## config.mk

```make
export PLATFORM = sky130hd
export DESIGN_NAME = blk_pack_engine
export DESIGN_NICKNAME = d
export VERILOG_FILES = /design/src/rtl/blk_pack_engine.sv
export SDC_FILE = /design/constraint.sdc
export NUM_CORES = 1
export LEC_CHECK = 0
export BUFFER_PORTS_ARGS = -buffer_cell sky130_fd_sc_hd__buf_2
export CAP_MARGIN = 20
export CORE_ASPECT_RATIO = 0.75
export CORE_UTILIZATION = 50
export CTS_CLUSTER_DIAMETER = 80
export CTS_CLUSTER_SIZE = 16
export DETAILED_ROUTE_END_ITERATION = 6
export PLACE_DENSITY = 0.74
export RECOVER_POWER = 50
export SETUP_SLACK_MARGIN = 0.2
export SLEW_MARGIN = 20
export SYNTH_ARGS = -nofsm -noshare
export SYNTH_HDL_FRONTEND = slang
export SYNTH_SLANG_ARGS = --single-unit
```

## constraint.sdc

```tcl
create_clock -name clk -period 4.8 [get_ports clk]
set_input_delay 0.72 -clock clk [delete_from_list [all_inputs] [get_ports clk]]
set_output_delay 0.72 -clock clk [all_outputs]
set_load 0.05 [all_outputs]
```

## src/rtl/blk_pack_engine.sv

```systemverilog
module blk_pack_engine #(
  parameter int DEPTH = 32,
  parameter int CNT_W = 11,
  localparam int LW = $clog2(DEPTH),
  localparam int CW = CNT_W + 1
) (
  input  logic          clk,
  input  logic          rst_n,
  input  logic          cfg_wr,
  input  logic          cfg_sel,
  input  logic [CNT_W-1:0] cfg_wdata,
  output logic [CW-1:0] len_cnt_o,
  output logic [CW-1:0] blk_cnt_o,
  input  logic          start,
  input  logic          dir_rx,
  output logic          busy_o,
  output logic          done_o,
  input  logic          done_clr,
  input  logic [LW-1:0] afull_lvl,
  input  logic          cpu_push,
  input  logic [15:0]   cpu_wdata,
  input  logic          cpu_pop,
  output logic [15:0]   cpu_rdata,
  output logic [LW:0]   fifo_level,
  input  logic          crd_rx_valid,
  input  logic [7:0]    crd_rx_data,
  output logic          crd_rx_ready,
  output logic          crd_tx_valid,
  output logic [7:0]    crd_tx_data,
  input  logic          crd_tx_ready
);

  logic [15:0]   mem [DEPTH];
  logic [LW-1:0] rd_ptr, wr_ptr;
  logic [LW:0]   level;
  logic [CW-1:0] len_reg, blk_reg, len_cnt, blk_cnt;
  logic          busy, rx_mode, half, done;
  logic [7:0]    lo_byte;

  wire [CW-1:0] cfg_val   = {1'b0, cfg_wdata} + CW'(1);
  wire          last_byte = (len_cnt == CW'(1));
  wire          last_blk  = (blk_cnt == CW'(1));
  wire          fifo_full = (level == (LW+1)'(DEPTH));
  wire          fifo_empty = (level == '0);

  assign crd_rx_ready = busy & rx_mode & ~cfg_wr & (half | (level <= {1'b0, afull_lvl}));
  assign crd_tx_valid = busy & ~rx_mode & ~cfg_wr & ~fifo_empty;
  assign crd_tx_data  = half ? mem[rd_ptr][15:8] : mem[rd_ptr][7:0];

  wire rx_go   = crd_rx_valid & crd_rx_ready;
  wire tx_go   = crd_tx_valid & crd_tx_ready;
  wire byte_go = rx_go | tx_go;
  wire xfer_end = byte_go & last_byte & last_blk;

  wire        eng_push = rx_go & (half | last_byte);
  wire        eng_pop  = tx_go & (half | last_byte);
  wire [15:0] eng_word = half ? {crd_rx_data, lo_byte} : {8'h00, crd_rx_data};
  wire        cpu_push_ok = cpu_push & ~(busy & rx_mode) & ~fifo_full;
  wire        cpu_pop_ok  = cpu_pop & ~(busy & ~rx_mode) & ~fifo_empty;
  wire        push = eng_push | cpu_push_ok;
  wire        pop  = eng_pop | cpu_pop_ok;

  always_ff @(posedge clk)
    if (push) mem[wr_ptr] <= eng_push ? eng_word : cpu_wdata;

  always_ff @(posedge clk) begin
    if (!rst_n) begin
      rd_ptr <= '0;
      wr_ptr <= '0;
      level  <= '0;
    end else begin
      if (push) wr_ptr <= wr_ptr + LW'(1);
      if (pop)  rd_ptr <= rd_ptr + LW'(1);
      level <= level + (LW+1)'(push) - (LW+1)'(pop);
    end
  end

  always_ff @(posedge clk) begin
    if (!rst_n) begin
      len_reg <= CW'(1);
      blk_reg <= CW'(1);
      len_cnt <= CW'(1);
      blk_cnt <= CW'(1);
    end else if (cfg_wr) begin
      if (!cfg_sel) begin
        len_reg <= cfg_val;
        len_cnt <= cfg_val;
      end else begin
        blk_reg <= cfg_val;
        blk_cnt <= cfg_val;
        len_cnt <= len_reg;
      end
    end else if (byte_go) begin
      if (last_byte) begin
        len_cnt <= len_reg;
        blk_cnt <= last_blk ? blk_reg : blk_cnt - CW'(1);
      end else begin
        len_cnt <= len_cnt - CW'(1);
      end
    end
  end

  always_ff @(posedge clk) begin
    if (!rst_n) begin
      busy    <= 1'b0;
      rx_mode <= 1'b0;
      half    <= 1'b0;
      done    <= 1'b0;
      lo_byte <= '0;
    end else begin
      if (start && !busy) begin
        busy    <= 1'b1;
        rx_mode <= dir_rx;
        half    <= 1'b0;
      end else if (byte_go) begin
        half <= ~half & ~last_byte;
        if (xfer_end) busy <= 1'b0;
      end
      if (rx_go && !half) lo_byte <= crd_rx_data;
      if (xfer_end) done <= 1'b1;
      else if (done_clr) done <= 1'b0;
    end
  end

  assign len_cnt_o  = len_cnt;
  assign blk_cnt_o  = blk_cnt;
  assign busy_o     = busy;
  assign done_o     = done;
  assign cpu_rdata  = mem[rd_ptr];
  assign fifo_level = level;


  done_rise_chk: assert property (@(posedge clk) disable iff (!rst_n)
    $rose(done_o) |-> $fell(busy_o));


  reload_chk: assert property (@(posedge clk) disable iff (!rst_n)
    $fell(busy_o) |-> (len_cnt == len_reg && blk_cnt == blk_reg));


  cnt_range_chk: assert property (@(posedge clk) disable iff (!rst_n)
    (len_cnt != '0 && len_cnt <= len_reg && blk_cnt != '0 && blk_cnt <= blk_reg));


  rx_stall_chk: assert property (@(posedge clk) disable iff (!rst_n)
    (busy && rx_mode && !crd_rx_ready && !cfg_wr) |=> $stable(len_cnt));


  no_overflow_chk: assert property (@(posedge clk) disable iff (!rst_n)
    fifo_level <= (LW+1)'(DEPTH));

endmodule

```

After elaboration in Yosys (flattened, before gate mapping)
Memory sizes are Yosys's and may differ from the RTL's. A register that Yosys moved wholly into a read port is not among the register bits.
Index checks and enable logic that the tools add are counted.
Word-level totals
  RAM bits: 512
  memories: 1
  word-level logic and storage cells: 91
  flip-flop bits (word level): 76
  bits of input ports: 51
Cells by class
  magnitude comparators: 1
  reduce and logical (&&, ||, !) cells: 14
  bitwise operators: 31
  mux-type cells: 21
  $add $sub $neg: 7
  equality and inequality tests: 4
Memories
  mem: depth 32, width 16, rd ports 1, clocked after memory_dff 1, wr ports 1, RTL line 33  | logic [15:0] mem [DEPTH];
Operators by type and width (number)
  12-bit two-way mux: 9
  16-bit two-way mux: 2
  12-bit by 1-bit == test with 1-bit output (second input constant): 2
  12-bit by 1-bit subtractor with 12-bit output (second input constant): 2
  1-bit AND: 17
  11-bit by 1-bit adder with 12-bit output (second input constant): 1
  5-bit by 1-bit adder with 5-bit output (second input constant): 2
  5-bit two-way mux: 2
  2-bit nonzero test: 5
  1-bit NOT: 9
  8-bit two-way mux: 1
  1-bit two-way mux: 7
  6-bit by 1-bit adder with 6-bit output: 1
  6-bit == test (second input constant): 1
  6-bit by 5-bit <= comparator with 1-bit output: 1
  6-bit logical NOT: 1
  6-bit by 1-bit subtractor with 6-bit output: 1
  1-bit OR: 5
  2-bit AND reduction: 2
  3-bit AND reduction: 1
  1-bit logical AND: 2
  1-bit logical NOT: 2
  2-bit by 1-bit != test with 1-bit output (second input constant): 1
  2-bit OR reduction: 1

Logic depth before layout (Yosys ltp)
Gate-level depths: netlist (run 1).
  depth in word-level cells: 11
  gate-level depth with buffers: 18

Worst setup path before layout (run 1)
OpenSTA, ideal clock, no wires.
  path kind: register to register
  start point: register len_cnt[0], in the netlist len_cnt_o[0]
  end point: memory mem[0][6], data pin
  arrival time: 3.515 ns
  clock period less this slack: 3.969 ns
  library setup time: 0.454 ns
  buffers on the path: 2
  data required time: 4.346 ns
  cell stages (with the launch flop): 8
  slack: 0.831 ns
  path through: dfxtp_1 ha_1 or4b_1 buf_2 o31ai_1 nand3_1 clkbuf_1 o21ai_0
On the way
  word-level cells in the longest chain between the ends: 4
RTL lines
  from (decl): RTL line 36  | logic [CW-1:0] len_reg, blk_reg, len_cnt, blk_cnt;
  from (signal assigned): RTL line 87  | len_cnt <= cfg_val;
  from (signal assigned): RTL line 91  | len_cnt <= len_reg;
  from (signal assigned): RTL line 95  | len_cnt <= len_reg;
  12-bit by 1-bit == test with 1-bit output: RTL line 41  | wire last_byte = (len_cnt == CW'(1));
  1-bit OR: RTL line 55  | wire eng_push = rx_go & (half | last_byte);
  1-bit AND: RTL line 55
  16-bit two-way mux: RTL line 64  | if (push) mem[wr_ptr] <= eng_push ? eng_word : cpu_wdata;
  to (decl): RTL line 33
No other way between the ends.

==> results of run 1 <==
==> power by group through the flow <==
| stage | Combinational (mW) | Sequential (mW) | Clock (mW) |
|---|---|---|---|
| final | 2.04 | 5.86 | 3.37 |
| after global routing | 2.17 | 5.87 | 3.59 |
| after CTS | 2.07 | 5.85 | 3.42 |
| after detailed placement | 2.06 | 5.97 | 0 |
| after global placement | 2.02 | 5.96 | 0 |
| after floorplan | 1.38 | 6.04 | 0 |
==> layout by cell type, fill, tap and decap left out, types with 8 or more instances in the layout <==
| master | netlist | final |
|---|---|---|
| nand2_1 | 71 | 71 |
| buf_2 | 14 | 73 |
| mux2_2 | 11 | 11 |
| nor2_1 | 71 | 70 |
| dfxtp_1 | 81 | 79 |
| ha_1 | 24 | 24 |
| buf_4 | 0 | 57 |
| inv_1 | 57 | 57 |
| mux4_2 | 64 | 64 |
| o22ai_1 | 18 | 18 |
| a211oi_1 | 8 | 8 |
| o211ai_1 | 12 | 12 |
| a31oi_1 | 24 | 24 |
| clkbuf_1 | 64 | 66 |
| xor2_1 | 11 | 11 |
| a21oi_1 | 45 | 45 |
| o21ai_0 | 48 | 47 |
| xnor2_1 | 20 | 20 |
| edfxtp_1 | 512 | 512 |
| a22oi_1 | 64 | 64 |
| clkbuf_16 | 0 | 44 |
| nor2b_1 | 35 | 33 |
| mux2i_1 | 149 | 149 |
| o211a_1 | 13 | 13 |
| a22o_1 | 8 | 8 |
| nand3_1 | 46 | 46 |
| nor3_1 | 9 | 10 |
==> layer usage <==
| metal | wire (µm) | global-route usage, % | vias up | share of wire (%) |
|---|---|---|---|---|
| met3 | 4630 | 4.31 | 88 | 7.9 |
| li1 | - | - | 6459 | - |
| met1 | 25400 | 34.3 | 7444 | 43 |
| met5 | 0 | 0 | - | 0 |
| met4 | 1200 | 5.44 | 0 | 2.0 |
| met2 | 27200 | 36.1 | 582 | 47 |
==> synthesized netlist by cell type, types with 5 or more instances <==
| cell | number |
|---|---|
| clkbuf_1 | 64 |
| o211a_1 | 13 |
| nand4_1 | 7 |
| o211ai_1 | 12 |
| ha_1 | 24 |
| mux2i_1 | 149 |
| nor3_1 | 9 |
| inv_1 | 57 |
| a211oi_1 | 8 |
| nor2_1 | 71 |
| xor2_1 | 11 |
| mux2_2 | 11 |
| buf_2 | 14 |
| nand3b_1 | 6 |
| nand2_1 | 71 |
| a22o_1 | 8 |
| o21ai_0 | 48 |
| and3_1 | 7 |
| xnor2_1 | 20 |
| a31oi_1 | 24 |
| and2_1 | 12 |
| a22oi_1 | 64 |
| o22ai_1 | 18 |
| a21boi_0 | 7 |
| mux4_2 | 64 |
| o21a_1 | 5 |
| nor2b_1 | 35 |
| edfxtp_1 | 512 |
| a21oi_1 | 45 |
| nand3_1 | 46 |
| dfxtp_1 | 81 |
| buf_1 | 11 |
==> kinds of logic after synthesis <==
group                    after synthesis
multiplexers                         224
AND/OR/NAND/NOR                      296
buffers and inverters                151
XOR/XNOR                              31
flip-flops                           593
AO/OA/AOI/OAI                        276
adder cells (fa/ha/maj)               25
==> through the flow <==
step / utilization [%] / hold slack, ns / instance area (µm²)
finish: 56.2 / 0.428 / 27400
global route: 56.2 / 0.428 / 27300
CTS: 56.5 / 0.416 / 27500
detailed placement: 54.0 / 0.466 / 26300
global placement: 54.0 / 0.456 / 26300
floorplan: - / 0.444 / 24600
==> critical path, delay by kind of cell, from the launching register on <==
kind	cells	cell delay, ns
buffers and inverters	2	0.56
flip-flops	1	0.78
multiplexers	1	0.34
AND/OR/NAND/NOR	3	1.29
AO/OA/AOI/OAI	1	0.11
==> cell type report <==
type | instances | area, µm² | share of cell area, %
flip-flops and latches | 593 | 17000 | 62.2
multi-input cells | 852 | 7030 | 25.7
clock buffers | 57 | 1150 | 4.20
repair buffers | 190 | 1070 | 3.92
well taps | 648 | 811 | 2.96
inverters | 60 | 228 | 0.833
clock inverters | 5 | 43.8 | 0.160
diodes | 3 | 7.51 | 0.0274
==> worst paths after layout <==
kind	startpoint	endpoint	slack (ns)	depth (start not counted)
setup reg to reg	fifo_level[3]	mem[9][12]	0.52	8
setup / recovery	flip-flop	crd_tx_data[1]	0.44	7
hold / removal	start	busy_o	0.43	3
hold reg to reg	blk_reg[1]	blk_reg[1]	0.48	2
==> results.cfg, run 1 <==
[run]
drv_cap = 10

[global_route]
grt_max_degree = 54
antenna_found_initial = 4
grt_pass1_vias = 14100
track_usage_pct = 23.3
grt_pass1_wl_um = 88000
gr-total-overflow = 0

[placement]
io_buffers = 108
dp.cells = 2343
place_congestion = 0.893
place_ws_ns = 0.805
hpwl_um = 37200

[final_layout]
fin_cells = 2408
drive_gt1_share_pct = 16.1
largest_register_ffs = 512
fill_cells = 3824
max_flop_register = mem
area_growth_pct = 11.0
final_nets = 1816

[worst_hold_path]
hold_class = in -> reg

[timing]
hold_viol_final = 0
relSlewSlack_pct = -22.3
min_period_ns = 4.36
setup_viol = 0
layout_setup_ws_ns = 0.437
drv_slew = 312
tns_ns = 0
tightest_slew_ns = 1.84
worst_clock_skew_ns = 0.0198
fmax_ghz = 0.229
rsz0062_at_grt = false
fin_crit_sh_pct = 90.9

[yosys]
synth_ff_type = edfxtp_1
yosys.cell_types.count = 69
yosys.area_share.simple_pct = 6.07
synthArstFlopShare_pct = 0
synthAdderAreaFrac_pct = 1.30
synth-compound-area-share_pct = 7.69
syn_area_per_cell_um2 = 15.4
synthCells = 1596
synth_top_family_by_area = multiplexers
synth_edf_count = 512
synth_xor_xnor_area_share_pct = 1.10
synth_top_cell_by_area = edfxtp_1
synth.net_count = 1672
synth_warnings = 0
synth_area_leaders = edfxtp_1 (62%), dfxtp_1 (6.6%), mux2i_1 (6.1%)
synth_seq_area_share_pct = 69.0
synthesis.area_um2 = 24600
synth_top_area_share_pct = 62.4
synth_seq_cells = 593
synthMuxAreaShare_pct = 12.4

[pwr]
p_leak_nw = 8.86
clkPwrFrac_pct = 29.9
cellPowerDensity_nw_per_um2 = 412
pwr-share-comb_pct = 18.1
internal_power_mw = 8.03
p_total_mw = 11.3
switching_share_pct = 28.7
seqPwrFrac_pct = 52.0
p_switching_mw = 3.23
peakVddDrop_mv = 0.253

[cts]
cts-resized-gates = 0
htreeDepth = 2
cts_tree = done
clock_latency_ns = 0.57
clockBufferDepth = 3
ctsRootBufferMaster = clkbuf_16
numCtsBuffers = 43
ctsHoldBuffers = 0
clock-sinks = 593
clkTransAtPathRegs_ns = 0.08
cts_setup_buffers = 0

[floorplanning]
die_y_um = 194
rows = 70
ios = 109
die-area_um2 = 50200
initial_core_util_pct = 50.6
die_w_um = 258
core_region_area_um2 = 48700

[critical_path]
worstSetupEndpointType = output pin
cp_cell_sequence = nor2b_2 > buf_4 > a22oi_1 > nand3_1 > nand3_1 > mux2_2 > buf_2
cp_data_required_time_ns = 4.08
cp_max_fo = 33
cp_common_cell = nand3_1
cpMaxStageDelayCell = nor2b_2
crit_path_max_incr_delay_ns = 0.94
arrival_ns = 3.64
cp-start-kind = flip-flop
critPathKind = reg -> out

[detailed_routing]
wl_um = 58300
drt_iter0_markers = 1683
dr.pass1.iters = 6
num_vias = 14600
wl_per_cell_um = 24.2
vias_per_cell = 6.05
drt.antenna.violating_nets = 0
drc = 0

[outcome]
violations = capacitance limit, slew limit
status = finished with violations
Power figures use the tool's default switching activity.
==> run 2: changes to the inputs <==
--- a/config.mk
+++ b/config.mk
@@ -8,6 +8,7 @@
 export BUFFER_PORTS_ARGS = -buffer_cell sky130_fd_sc_hd__buf_2
 export CAP_MARGIN = 20
 export CORE_ASPECT_RATIO = 0.75
+export CORE_MARGIN = 3
 export CORE_UTILIZATION = 50
 export CTS_CLUSTER_DIAMETER = 80
 export CTS_CLUSTER_SIZE = 16
@@ -15,7 +16,7 @@
 export PLACE_DENSITY = 0.74
 export RECOVER_POWER = 50
 export SETUP_SLACK_MARGIN = 0.2
-export SLEW_MARGIN = 20
+export SLEW_MARGIN = 25
 export SYNTH_ARGS = -nofsm -noshare
 export SYNTH_HDL_FRONTEND = slang
 export SYNTH_SLANG_ARGS = --single-unit
==> run 2 against run 1 <==
The flow still finishes with violations (capacitance limit, slew limit). Global-route usage decreased by 0.61 points. Via count decreased by 0.71%. First-iteration DRC count decreased by 0.12%. Sequential share of layout area increased by 0.35 points. Routed wire length increased by 1.4%. Maximum frequency decreased by 1.2%. Clock power about the same.
==> results.cfg, run 2 (synthesized netlist as in run 1, its figures left out) <==
[placement]
hpwl_um = 36800
dp.cells = 2321
place_ws_ns = 0.859
io_buffers = 108
place_congestion = 0.870

[outcome]
status = finished with violations
violations = capacitance limit, slew limit

[pwr]
p_leak_nw = 8.72
cellPowerDensity_nw_per_um2 = 414
peakVddDrop_mv = 0.282

[final_layout]
final_nets = 1803
final_common_cell = edfxtp_1
area_growth_pct = 10.4
seq_area_um2 = 17000
drive_gt1_share_pct = 15.0
fin_cells = 2384
final_cell_mix = edfxtp_1 (512), mux2i_1 (149), clkbuf_1 (82)
largest_register_ffs = 512
multiInputGateArea_um2 = 7040
max_flop_register = mem
fill_cells = 3734

[critical_path]
crit_path_max_incr_delay_ns = 0.93
cp_max_fo = 16
cp_data_required_time_ns = 4.97
critPathKind = reg -> reg
arrival_ns = 4.59
crit_buf_inv = 1
cp_cell_sequence = ha_1 > or4b_1 > nor3_1 > nor2_2 > o31ai_2 > nand2_1 > nor2_1 > clkbuf_1
cp_top_family = simple AND/OR/NAND/NOR gates
cp-start-kind = flip-flop
worstSetupEndpointType = flip-flop
cpMaxStageDelayCell = clkbuf_1

[cts]
clockBufferDepth = 3
ctsHoldBuffers = 0
cts-resized-gates = 0
cts_tree = done
clock_latency_ns = 0.56
htreeDepth = 2
ctsRootBufferMaster = clkbuf_16
clock-sinks = 593
clkTransAtPathRegs_ns = 0.07
numCtsBuffers = 43
cts_setup_buffers = 0

[floorplanning]
rows = 69
initial_core_util_pct = 51.3
core_region_area_um2 = 48000
die_w_um = 262
ios = 109
die_y_um = 198
die-area_um2 = 52000

[timing]
fin_crit_sh_pct = 92.0
setup_viol = 0
fmax_ghz = 0.226
holdWs_ns = 0.454
relSlewSlack_pct = -52.9
worst_clock_skew_ns = 0.0169
rsz0062_at_grt = false
tns_ns = 0
layout_setup_ws_ns = 0.385
tightest_slew_ns = 2.29
min_period_ns = 4.42
drv_slew = 128
hold_viol_final = 0

[run]
drv_cap = 4

[detailed_routing]
drc = 0
num_vias = 14500
wl_met1_um = 25500
wl_um = 59200
topRoutingLayerUsed = met4
drt_iter0_markers = 1681
dr.pass1.iters = 5
vias_per_cell = 6.07
drt.antenna.violating_nets = 0
wl_per_cell_um = 24.8
dr_wl_met2_um = 26800
wl_met3_um = 5970

[global_route]
grt_pass1_vias = 14200
grt_max_degree = 95
gr-total-overflow = 0
grt_pass1_wl_um = 89300
antenna_found_initial = 2
track_usage_pct = 22.7

[worst_hold_path]
hold_class = in -> reg
-- run 2: changes by cell type in the layout (fill, tap and decap cells not counted), moves of 2 or more --
cell      previous run  this run
nor2b_2              1         3
o31ai_2              0         2
o21ai_2              1         8
o21ai_0             47        40
clkbuf_1            66        82
buf_4               57        31
diode_2              3         1
-- run 2: worst paths after layout --
check	start	slack [ns]	endpoint	depth (start not counted)
max reg2reg	len_cnt_o[0]	0.38	mem[4][10]	8
max	len_cnt_o[0]	0.38	mem[4][10]	8
min reg2reg	blk_reg[11]	0.49	blk_reg[11]	2
min	crd_rx_data[5]	0.45	lo_byte[5]	3
-- run 2: final cells by class --
cell class	count	area share, %
Antenna cell	1	0.00920
Clock buffer	59	4.26
Clock inverter	3	0.152
Inverter	60	0.837
Multi-Input combinational cell	852	25.9
Sequential cell	593	62.5
Tap cell	639	2.94
Timing Repair Buffer	177	3.40
-- run 2: routing by layer --
metal	vias to the layer above	track usage, %
met1	7309	33.6
met2	656	34.9
li1	6437	-
met5	-	0
met4	0	4.47
met3	67	5.18
-- run 2: worst min-delay path, cell delays in order --
cell and delay, ns:
buf_2 0.10, mux2i_1 0.06, nor2b_1 0.09
-- run 2: power breakdown --
| part | leakage (nW) | internal, mW | total [mW] | switching (mW) |
|---|---|---|---|---|
| Combinational | 2.86 | 0.627 | 2.06 | 1.43 |
| Clock | 0.579 | 1.69 | 3.34 | 1.66 |
| Sequential | 5.28 | 5.72 | 5.86 | 0.137 |
| Total | 8.72 | 8.03 | 11.3 | 3.22 |
-- run 2: stage by stage --
stage | total power [mW] | utilization [%] | instance area (µm²)
floorplan | 7.42 | - | 24600
global placement | 7.99 | 54.6 | 26200
detailed placement | 8.04 | 54.6 | 26200
CTS | 11.3 | 57.1 | 27400
global route | 11.7 | 56.7 | 27200
finish | 11.3 | 56.7 | 27200
